File: src/rtl/glue_pkg.sv
package glue_pkg;
   // control register 0 fields
   localparam int C0_PAGE    = 3;
   localparam int C0_MAP     = 2;
   localparam int C0_IRQ_STS = 7;
   // control register 1 fields
   localparam int C1_NRST    = 0;
   localparam int C1_IEN     = 1;
   localparam int C1_RPAGE   = 2;
   localparam int C1_SPEED   = 3;
   // control register 7 fields
   localparam int C7_CABLE   = 0;
   // control register indices
   localparam int IDX_C0     = 0;
   localparam int IDX_C1     = 1;
   localparam int IDX_C7     = 7;

   typedef enum logic [1:0] {
      ACC_NONE = 2'd0,
      ACC_CTRL = 2'd1,
      ACC_CTLR = 2'd2,
      ACC_ROM  = 2'd3
   } acc_e;
endpackage

File: src/rtl/glue_decode.sv
module glue_decode
   import glue_pkg::*;
#(
   parameter int WIN_AW = 3
)(
   input  logic [WIN_AW:0] addr,
   input  logic            rd,
   input  logic            wr,
   input  logic            map_en,
   output acc_e            kind
);
   always_comb begin
      if (!(rd || wr))       kind = ACC_NONE;
      else if (addr[WIN_AW]) kind = ACC_CTRL;
      else if (map_en)       kind = ACC_CTLR;
      else                   kind = ACC_ROM;
   end
endmodule

File: src/rtl/glue_ctrl_regs.sv
module glue_ctrl_regs
   import glue_pkg::*;
#(
   parameter int WIN_AW          = 3,
   parameter int CTRL_W          = 8,
   parameter int IRQ_SYNC_STAGES = 0
)(
   input  logic              clk,
   input  logic              rst_n,
   input  logic              wr_en,
   input  logic [WIN_AW-1:0] idx,
   input  logic [CTRL_W-1:0] wdata,
   input  logic              irq_req,
   output logic [CTRL_W-1:0] ctrl0_rd,
   output logic [CTRL_W-1:0] ctrl1_q,
   output logic [CTRL_W-1:0] ctrl7_q,
   output logic              irq_latch_q
);
   logic [CTRL_W-1:0] ctrl0_st;
   logic              irq_s;
   logic              wr_c0, wr_c1, wr_c7, clr_latch;

   // optional request synchroniser
   generate
      if (IRQ_SYNC_STAGES == 0) begin : g_irq_direct
         assign irq_s = irq_req;
      end else begin : g_irq_sync
         logic [IRQ_SYNC_STAGES-1:0] shr;
         always_ff @(posedge clk or negedge rst_n) begin
            if (!rst_n) begin
               shr <= '0;
            end else begin
               shr[0] <= irq_req;
               for (int i = 1; i < IRQ_SYNC_STAGES; i++) shr[i] <= shr[i-1];
            end
         end
         assign irq_s = shr[IRQ_SYNC_STAGES-1];
      end
   endgenerate

   assign wr_c0 = wr_en && (idx == WIN_AW'(IDX_C0));
   assign wr_c1 = wr_en && (idx == WIN_AW'(IDX_C1));
   assign wr_c7 = wr_en && (idx == WIN_AW'(IDX_C7));

   // enable going 1 -> 0 clears the latch
   assign clr_latch = wr_c1 && ctrl1_q[C1_IEN] && !wdata[C1_IEN];

   always_ff @(posedge clk or negedge rst_n) begin
      if (!rst_n) begin
         ctrl0_st    <= '0;
         ctrl1_q     <= '0;
         ctrl7_q     <= '0;
         irq_latch_q <= 1'b0;
      end else begin
         if (wr_c0) begin
            ctrl0_st             <= wdata;
            ctrl0_st[C0_IRQ_STS] <= 1'b0;
         end
         if (wr_c1) ctrl1_q <= wdata;
         if (wr_c7) ctrl7_q <= wdata;
         // a pending request wins over a clear in the same cycle
         if (irq_s)          irq_latch_q <= 1'b1;
         else if (clr_latch) irq_latch_q <= 1'b0;
      end
   end

   always_comb begin
      ctrl0_rd             = ctrl0_st;
      ctrl0_rd[C0_IRQ_STS] = irq_latch_q;
   end
endmodule

File: src/rtl/glue_id_rom.sv
module glue_id_rom #(
   parameter int                     WIN_AW       = 3,
   parameter int                     CFG_BYTES    = 3,
   parameter int                     SA_BYTES     = 6,
   parameter logic [7:0]             MANUF_ID     = 8'h4D,
   parameter logic [7:0]             CARD_ID      = 8'h08,
   parameter logic [7:0]             CARD_REV     = 8'h00,
   parameter logic [SA_BYTES*8-1:0]  STATION_ADDR = '0
)(
   input  logic                   page,
   input  logic [WIN_AW-1:0]      off,
   input  logic [CFG_BYTES*8-1:0] cfg,
   output logic [7:0]             rom_byte
);
   localparam int SLOTS    = 1 << WIN_AW;
   localparam int CFG_BASE = 3;

   logic [7:0] pg0 [SLOTS];
   logic [7:0] pg1 [SLOTS];

   generate
      for (genvar s = 0; s < SLOTS; s++) begin : g_slot
         if (s == 0) begin : g_p0_man
            assign pg0[s] = MANUF_ID;
         end else if (s == 1) begin : g_p0_card
            assign pg0[s] = CARD_ID;
         end else if (s == 2) begin : g_p0_rev
            assign pg0[s] = CARD_REV;
         end else if (s < CFG_BASE + CFG_BYTES) begin : g_p0_cfg
            assign pg0[s] = cfg[(s-CFG_BASE)*8 +: 8];
         end else begin : g_p0_zero
            assign pg0[s] = 8'h00;
         end

         if (s >= 1 && s <= SA_BYTES) begin : g_p1_sa
            assign pg1[s] = STATION_ADDR[(SA_BYTES-s)*8 +: 8];
         end else begin : g_p1_zero
            assign pg1[s] = 8'h00;
         end
      end
   endgenerate

   assign rom_byte = page ? pg1[off] : pg0[off];
endmodule

File: src/rtl/glue_lane.sv
module glue_lane #(
   parameter int DATA_W = 16
)(
   input  logic              word,
   input  logic              odd,
   input  logic [DATA_W-1:0] h_wdata,
   input  logic [DATA_W-1:0] c_rdata,
   output logic [DATA_W-1:0] c_wdata,
   output logic [1:0]        be,
   output logic [DATA_W-1:0] rd_data
);
   localparam int LANE_W = DATA_W / 2;

   always_comb begin
      if (word) begin
         c_wdata = h_wdata;
         be      = 2'b11;
         rd_data = c_rdata;
      end else if (odd) begin
         c_wdata = {h_wdata[LANE_W-1:0], {LANE_W{1'b0}}};
         be      = 2'b10;
         rd_data = {{LANE_W{1'b0}}, c_rdata[DATA_W-1:LANE_W]};
      end else begin
         c_wdata = {{LANE_W{1'b0}}, h_wdata[LANE_W-1:0]};
         be      = 2'b01;
         rd_data = {{LANE_W{1'b0}}, c_rdata[LANE_W-1:0]};
      end
   end
endmodule

File: src/rtl/nic_glue_window.sv
module nic_glue_window
   import glue_pkg::*;
#(
   parameter int                    WIN_AW          = 3,
   parameter int                    DATA_W          = 16,
   parameter int                    CTRL_W          = 8,
   parameter int                    CFG_BYTES       = 3,
   parameter int                    SA_BYTES        = 6,
   parameter logic [7:0]            MANUF_ID        = 8'h4D,
   parameter logic [7:0]            CARD_ID         = 8'h08,
   parameter logic [7:0]            CARD_REV        = 8'h00,
   parameter logic [SA_BYTES*8-1:0] STATION_ADDR    = '0,
   parameter int                    IRQ_SYNC_STAGES = 0,
   localparam int                   ADDR_W          = WIN_AW + 1
)(
   input  logic                   clk,
   input  logic                   rst_n,
   input  logic [ADDR_W-1:0]      h_addr,
   input  logic                   h_rd,
   input  logic                   h_wr,
   input  logic                   h_word,
   input  logic [DATA_W-1:0]      h_wdata,
   output logic [DATA_W-1:0]      h_rdata,
   output logic                   h_irq,
   output logic [ADDR_W-1:0]      c_addr,
   output logic                   c_rd,
   output logic                   c_wr,
   output logic [1:0]             c_be,
   output logic [DATA_W-1:0]      c_wdata,
   input  logic [DATA_W-1:0]      c_rdata,
   input  logic                   c_irq,
   output logic                   c_rst_n,
   output logic                   speed_hi,
   output logic                   cable_utp,
   input  logic [CFG_BYTES*8-1:0] cfg_bytes
);
   // elaboration checks
   if (WIN_AW < 3) begin : g_bad_aw
      $error("WIN_AW must be at least 3");
   end
   if (DATA_W != 16) begin : g_bad_dw
      $error("DATA_W must be 16");
   end
   if (CTRL_W < 8 || CTRL_W > DATA_W) begin : g_bad_cw
      $error("CTRL_W must lie in 8..DATA_W");
   end
   if (SA_BYTES + 1 > (1 << WIN_AW) || 3 + CFG_BYTES > (1 << WIN_AW)) begin : g_bad_rom
      $error("ROM contents do not fit the window");
   end

   acc_e              kind;
   logic [CTRL_W-1:0] ctrl0_q, ctrl1_q, ctrl7_q;
   logic              irq_latch_q;
   logic [7:0]        rom_byte;
   logic [DATA_W-1:0] ctlr_rd;
   logic [CTRL_W-1:0] ctrl_rd;
   logic [WIN_AW-1:0] off;

   assign off = h_addr[WIN_AW-1:0];

   glue_decode #(.WIN_AW(WIN_AW)) u_dec (
      .addr   (h_addr),
      .rd     (h_rd),
      .wr     (h_wr),
      .map_en (ctrl0_q[C0_MAP]),
      .kind   (kind)
   );

   glue_ctrl_regs #(
      .WIN_AW          (WIN_AW),
      .CTRL_W          (CTRL_W),
      .IRQ_SYNC_STAGES (IRQ_SYNC_STAGES)
   ) u_regs (
      .clk         (clk),
      .rst_n       (rst_n),
      .wr_en       (h_wr && kind == ACC_CTRL),
      .idx         (off),
      .wdata       (h_wdata[CTRL_W-1:0]),
      .irq_req     (c_irq),
      .ctrl0_rd    (ctrl0_q),
      .ctrl1_q     (ctrl1_q),
      .ctrl7_q     (ctrl7_q),
      .irq_latch_q (irq_latch_q)
   );

   glue_id_rom #(
      .WIN_AW       (WIN_AW),
      .CFG_BYTES    (CFG_BYTES),
      .SA_BYTES     (SA_BYTES),
      .MANUF_ID     (MANUF_ID),
      .CARD_ID      (CARD_ID),
      .CARD_REV     (CARD_REV),
      .STATION_ADDR (STATION_ADDR)
   ) u_rom (
      .page     (ctrl0_q[C0_PAGE]),
      .off      (off),
      .cfg      (cfg_bytes),
      .rom_byte (rom_byte)
   );

   glue_lane #(.DATA_W(DATA_W)) u_lane (
      .word    (h_word),
      .odd     (off[0]),
      .h_wdata (h_wdata),
      .c_rdata (c_rdata),
      .c_wdata (c_wdata),
      .be      (c_be),
      .rd_data (ctlr_rd)
   );

   // controller side
   assign c_addr  = {ctrl1_q[C1_RPAGE], off};
   assign c_rd    = h_rd && kind == ACC_CTLR;
   assign c_wr    = h_wr && kind == ACC_CTLR;
   assign c_rst_n = ctrl1_q[C1_NRST];

   // outputs to line interface and host
   assign speed_hi  = ctrl1_q[C1_SPEED];
   assign cable_utp = ctrl7_q[C7_CABLE];
   assign h_irq     = irq_latch_q && ctrl1_q[C1_IEN];

   always_comb begin
      case (off)
         WIN_AW'(IDX_C0): ctrl_rd = ctrl0_q;
         WIN_AW'(IDX_C1): ctrl_rd = ctrl1_q;
         WIN_AW'(IDX_C7): ctrl_rd = ctrl7_q;
         default:         ctrl_rd = '0;
      endcase
   end

   always_comb begin
      h_rdata = '0;
      if (h_rd) begin
         case (kind)
            ACC_CTRL: h_rdata = DATA_W'(ctrl_rd);
            ACC_CTLR: h_rdata = ctlr_rd;
            ACC_ROM:  h_rdata = DATA_W'(rom_byte);
            default:  h_rdata = '0;
         endcase
      end
   end
endmodule

File: config.mk
export PLATFORM = sky130hd
export DESIGN_NAME = nic_glue_window
export DESIGN_NICKNAME = d
export VERILOG_FILES = /design/src/rtl/glue_pkg.sv /design/src/rtl/glue_decode.sv /design/src/rtl/glue_ctrl_regs.sv /design/src/rtl/glue_id_rom.sv /design/src/rtl/glue_lane.sv /design/src/rtl/nic_glue_window.sv
export SDC_FILE = /design/constraint.sdc
export NUM_CORES = 1
export LEC_CHECK = 0
export ABC_AREA = 1
export ABC_CLOCK_PERIOD_IN_PS = 3900
export BUFFER_PORTS_ARGS = -buffer_cell sky130_fd_sc_hd__buf_2
export CORE_MARGIN = 1.5
export CORE_UTILIZATION = 49
export CTS_BUF_LIST = sky130_fd_sc_hd__clkbuf_4 sky130_fd_sc_hd__clkbuf_8
export DETAILED_ROUTE_END_ITERATION = 10
export GPL_TIMING_DRIVEN = 1
export PLACE_DENSITY = 0.9
export SLEW_MARGIN = 20
export SYNTH_ARGS = -nofsm -noshare
export SYNTH_HDL_FRONTEND = slang
export SYNTH_HIERARCHICAL = 1
export SYNTH_SLANG_ARGS = --single-unit
export TNS_END_PERCENT = 30
File: constraint.sdc
create_clock -name clk -period 3.9 [get_ports clk]
set_clock_uncertainty 0.05 [all_clocks]
set_input_delay 0.39 -clock clk [delete_from_list [all_inputs] [get_ports clk]]
set_output_delay 0.39 -clock clk [all_outputs]
set_load 0.01 [all_outputs]
== Word level (Yosys, flattened, before mapping) ==
Memory sizes are Yosys's and may differ from the RTL's.
Index checks and enable logic that the tools add are counted.
Word-level totals
  register bits after elaboration: 24
  memory bits (read-only): 64
  input port bits: 66
  output and inout port bits: 44
  word-level logic and storage cells: 45
  memories: 1
Memories
  (no name shown): words 8, bits a word 8, rd ports 1, clocked after Yosys merged registers in 0, write ports 0, RTL line glue_id_rom.sv:43  | assign rom_byte = page ? pg1[off] : pg0[off];
Cells by class
  magnitude comparators: 1
  eq/ne operators: 5
  muxes and demuxes: 20
  bitwise gates (word level): 1
  reduce and logical (&&, ||, !) cells: 13
Operator list (number)
  $mux 16: 4
  $mux 8: 6
  $pmux 16 s3: 1
  $bmux 8 s3: 1
  $pmux 8 s3: 1
  $logic_and 1x1->1: 9
  $mux 2: 4
  $eq 2x2->1 const B: 2
  $ge 4x4->1 const B: 1
  $not 3->4: 1
  $eq 3x1->1 const B: 1
  $eq 3x3->1 const B: 1
  $logic_not 3->1: 1
  $mux 1: 3
  $eq 2x1->1 const B: 1
  $reduce_bool 2->1: 1
  $logic_not 1->1: 1
  $logic_or 1x1->1: 1

== Longest topological paths before layout ==
  depth after elaboration: 10
  depth in mapped cells: 13
  gate-level depth less buffers: 10

== Modules after synthesis ==
The synthesis kept the hierarchy.
Modules (own cells, without submodules)
  glue_ctrl_regs: times used 1, cells an instance 110, area an instance 1044.8 µm², sequential area each 600.6 µm²
  nic_glue_window: times used 1, cells an instance 121, area an instance 704.4 µm², sequential area each 0.0 µm²
  glue_lane: times used 1, cells an instance 89, area an instance 440.4 µm², sequential area each 0.0 µm²
  glue_id_rom: times used 1, cells an instance 80, area an instance 422.9 µm², sequential area each 0.0 µm²
  glue_decode: times used 1, cells an instance 5, area an instance 21.3 µm², sequential area each 0.0 µm²

== Worst setup path after synthesis ==
No wires, ideal clock.
  path kind: input to output
  start: input port h_wr
  end: output port h_rdata[10]
  arrival time: 1.316 ns
  setup slack: 2.144 ns
  cell stages on the path: 8
  path buffers: 1
  cells stage by stage: nor2_2 nor2_1 buf_2 inv_2 nand2_1 nor2_1 inv_2 nor2_1
Between the ends
  cells in the longest elaborated chain, start to end: 5
RTL lines
  from (decl): RTL line nic_glue_window.sv:20  | input logic h_wr,
  $logic_or 1x1->1 (*): RTL line glue_decode.sv:13  | if (!(rd || wr)) kind = ACC_NONE;
  $mux 2 (*): RTL line glue_decode.sv:13
  net kind[0]: RTL line nic_glue_window.sv:51  | acc_e kind;
  $eq 2x2->1 or $eq 2x1->1 (tied branches): RTL line nic_glue_window.sv:134  | case (kind)
  $pmux 16 s3 (*): RTL line nic_glue_window.sv:134
  $mux 16 (*): RTL line nic_glue_window.sv:133  | if (h_rd) begin
  to (decl): RTL line nic_glue_window.sv:23  | output logic [DATA_W-1:0] h_rdata,
Mark *: on every way through the listed nets, which the timed path passes. The rest lies on a longest branch.

== Worst setup path after layout ==
  start: register u_regs.ctrl0_st[2]
  end: output port h_rdata[3]
Between the ends
  cells in the longest elaborated chain, start to end: 6
RTL lines
  from (decl): RTL line glue_ctrl_regs.sv:19  | logic [CTRL_W-1:0] ctrl0_st;
  from (signal assigned): RTL line glue_ctrl_regs.sv:56  | ctrl0_st <= wdata;
  $mux 1 (*): RTL line glue_decode.sv:15  | else if (map_en) kind = ACC_CTLR;
  $mux 2 (*): RTL line glue_decode.sv:14  | else if (addr[WIN_AW]) kind = ACC_CTRL;
  $mux 2 (*): RTL line glue_decode.sv:13
  net kind[0]: RTL line nic_glue_window.sv:51
  $eq 2x2->1 or $eq 2x1->1 (tied branches): RTL line nic_glue_window.sv:134
  $pmux 16 s3 (*): RTL line nic_glue_window.sv:134
  $mux 16 (*): RTL line nic_glue_window.sv:133
Marks and branches as above.

==> impl_metrics.tcl <==
set metrics [dict create \
    power.share.sequential 0.408 \
    route.detailed.vias_per_inst 5.14 \
    syn_to_final_growth_pct 16.9 \
    yosysSeqAreaShare 0.228 \
    p_leak_nw 1.85 \
    cts_tree "yes" \
    final.setup.worst_slack_ns 1.42 \
    yosysWarnings 6 \
    timing.critical_path.buf_inv 3 \
    final_period_minus_worst_setup_slack_ns 2.48 \
    run_status "finished, final reports clean" \
    synth.avg_cell_area_sq_um 6.50 \
    peakVddDrop_v 0.000160 \
    multi_input_comb_area_sq_mm 0.00153 \
    globalRoute.busiestLayer "met2" \
    share_clk_of_total_power 0.207 \
    number_of_setup_buffers_added_after_cts 0 \
    place_hpwl_microns 5300 \
    switchingPower_w 0.000327 \
    setup-tns-final_ns 0 \
    cp_cell_sequence "inv_1 -> nor2_1 -> nor2_1 -> inv_2 -> nor2_4 -> nand2_1 -> a21oi_2 -> buf_2" \
    synthCells 405 \
    number_of_endpoints_failing_setup_at_the_final_stage 0 \
    cpMaxStageDelayCell "dfrtp_1" \
    fmaxAchievable_mhz 403 \
    firstDrtPassIters 5 \
    insertion_delay_to_the_later_sink_of_the_worst_skew_pair_ns 0.28 \
    rows 26 \
    synth_seq_cells 24 \
    synth_nets 471 \
    finalMaxSlewViolations 0 \
    grt_pass1_wl_microns 11800 \
    share_comb_of_total_power 0.385 \
    critPathTopFamily "simple AND/OR/NAND/NOR gates" \
    holdCritPathClass "in -> async" \
    n_fill_cell 512 \
    boundaryPins 110 \
    min_period_over_period 0.637 \
    vias_in_the_first_global_route 2638 \
    post-route-drc-count 0 \
    drt-total-wl_microns 6900 \
    detailedRoute.firstIterationViolations 153 \
    post_cts_resize_count 0 \
    grt_start_max_net_pins 38 \
    worst_pin_slew_ns 0.726 \
    cap_viol_max_count 0 \
    start_util 0.512 \
    die_w_microns 76.3 \
    layoutNonFillerInstCount 566 \
    wl_per_cell_microns 12.2 \
    mappedNetlistArea_sq_mm 0.00263 \
    global_route.overflow_total 0 \
    synth.lib_cells_used.distinct 28 \
    sw_frac_of_total 0.390 \
    area_enclosed_by_the_die_boundary_sq_mm 0.00582 \
    pwr_density_cell_mw_per_mm2 273 \
    intPower_w 0.000513 \
    worst_reg2reg_startpoint "u_regs/ctrl0_st[2]" \
    worst_hold_slack_ns 0.0375 \
    max-slew-margin-rel 0.515 \
    worst_setup_hold_path_clk_slew_ns 0.09 \
    global_route.usage.total 0.243 \
    postRouteAntennaNets 0 \
    cts_root_buf "clkbuf_8" \
    clk_path_buf_depth 2 \
    globalRouteMet1Util 0.306 \
    crit_path_frequent_cell "nor2_1" \
    clkSinkCount 24 \
    antenna-diode-count 0 \
    crit_fanout 11 \
    tritoncts_buffer_count 3 \
    cp_data_required_time_ns 3.46 \
    post-place-cells 562 \
    core_area_sq_mm 0.00514 \
    startpoint "u_regs/ctrl0_st[2]" \
    critPathArrivalTime_ns 2.04 \
    number_of_antenna_violations_at_the_first_check_in_global_routing 0 \
    groute.layer.met3.usage 0.0228 \
    port_buffers 109 \
    timing.critical_path.slowest_cell_delay_ns 0.42 \
    num_vias 2907 \
    layout.nets 563 \
    place.gp.congestion 0.897 \
    htreeDepth 1 \
    detailedPlace.worstSlack_ns 1.41 \
    criticalPathCategory "reg -> out" \
    critical_path.startpoint_type "flop" \
    post_cts_hold_buffer_count 0 \
    final_hold_viol_count 0 \
    fraction_of_met2_tracks_used_by_global_routing 0.439 \
    end_kind "output pin" \
    vert_die_dim_microns 76.3 \
    rsz0062_at_grt "no" \
    final_layout_size_suffix_gt1_frac 0.329 \
    final-seq-area_sq_um 601 \
]
==> power groups by stage <==
stage               clock network, W  logic (W)  registers, W
floorplan                          0   0.000228      0.000339
CTS                         0.000173   0.000323      0.000343
finish                      0.000174   0.000323      0.000343
detailed placement                 0   0.000322      0.000347
global placement                   0   0.000313      0.000346
global route                0.000181   0.000364      0.000349
==> per-layer routing <==
layer	up-vias	part of all wire
met2	132	0.50
met3	11	0.074
li1	1456	-
met1	1308	0.41
met4	0	0.014
met5	-	0
==> worst paths after layout <==
check | end | cells past startpoint | slack [ns]
worst max-delay path | h_rdata[3] | 8 | 1.42
worst min-delay path | u_regs/ctrl0_st[6] | 1 | 0.04
worst max register to register | u_regs/ctrl1_q[4] | 11 | 1.60
worst min register to register | u_regs/ctrl1_q[5] | 2 | 0.43
max in group asynchronous | u_regs/ctrl1_q[5] | 1 | 3.40
min in group clk | u_regs/irq_latch_q | 3 | 0.25
==> state kept, by name (all words and copies together) (netlist names) <==
name and cells:
u_regs/ctrl0_st 7, u_regs/ctrl1_q 8, u_regs/ctrl7_q 8, u_regs/irq_latch_q 1
==> cell usage after synthesis <==
library cell    n  share of area
a21oi_1         1         0.0019
a21oi_2         8          0.027
buf_12          3          0.023
buf_2           1         0.0019
buf_4           9          0.026
buf_6          10          0.043
buf_8           1         0.0057
bufinv_8        1         0.0067
clkinv_1        3         0.0043
clkinv_2        1         0.0019
dfrtp_1        24           0.23
inv_1          44          0.063
inv_2           3         0.0043
inv_4           2         0.0047
inv_8           2         0.0086
nand2_1       131           0.19
nand2_4         3          0.013
nand2_8         2          0.015
nand3_1        67           0.13
nand3_2        16          0.061
nand4_1        15          0.036
nor2_1         40          0.057
nor2_2          4         0.0095
nor2_4          1         0.0043
nor2_8          3          0.023
nor3_1          1         0.0019
o21ai_0         8          0.015
or2_2           1         0.0024
==> area by class of cell <==
| cell class | instances | area share |
|---|---|---|
| Tap cell | 70 | 0.0284 |
| Inverter | 56 | 0.0796 |
| Clock buffer | 4 | 0.0179 |
| Multi-Input combinational cell | 301 | 0.497 |
| Timing Repair Buffer | 111 | 0.182 |
| Sequential cell | 24 | 0.195 |
==> metrics by stage <==
step,area [sq um],total power (W),utilization
2_1_floorplan,2630,0.000567,-
4_1_cts,3080,0.000839,0.599
3_5_place_dp,3020,0.000669,0.588
6_report,3080,0.000840,0.599
5_1_grt,3080,0.000894,0.599
3_3_place_gp,3020,0.000659,0.588
==> cells by family after synthesis <==
logic type,count (synthesis),share of synthesized area
and+or+nand+nor,284,0.536
AOI/OAI and AO/OA,17,0.0437
DFF,24,0.228
buffers and inverters,80,0.192
==> worst register-to-register path, delay by kind of cell, from the launching register on <==
kind / cells / cell delay, ns
buffers and inverters: 4 / 0.69
DFF: 1 / 0.42
and+or+nand+nor: 7 / 1.04
==> cell usage in the layout (no fill, tap or decap), types with 2 or more instances in the layout <==
cell type / netlist / final
nor2_2: 4 / 5
inv_4: 2 / 2
o21ai_0: 8 / 8
nand2_4: 3 / 3
nand3_1: 67 / 67
buf_2: 1 / 109
nor2_8: 3 / 3
clkinv_1: 3 / 3
dfrtp_1: 24 / 24
nand2_1: 131 / 131
nand4_1: 15 / 15
inv_8: 2 / 2
inv_2: 3 / 3
buf_4: 9 / 2
nor2_1: 40 / 39
nand2_8: 2 / 2
nand3_2: 16 / 16
a21oi_2: 8 / 8
clkbuf_8: 0 / 4
inv_1: 44 / 44
No activity file was read; power rests on OpenSTA's default activity.
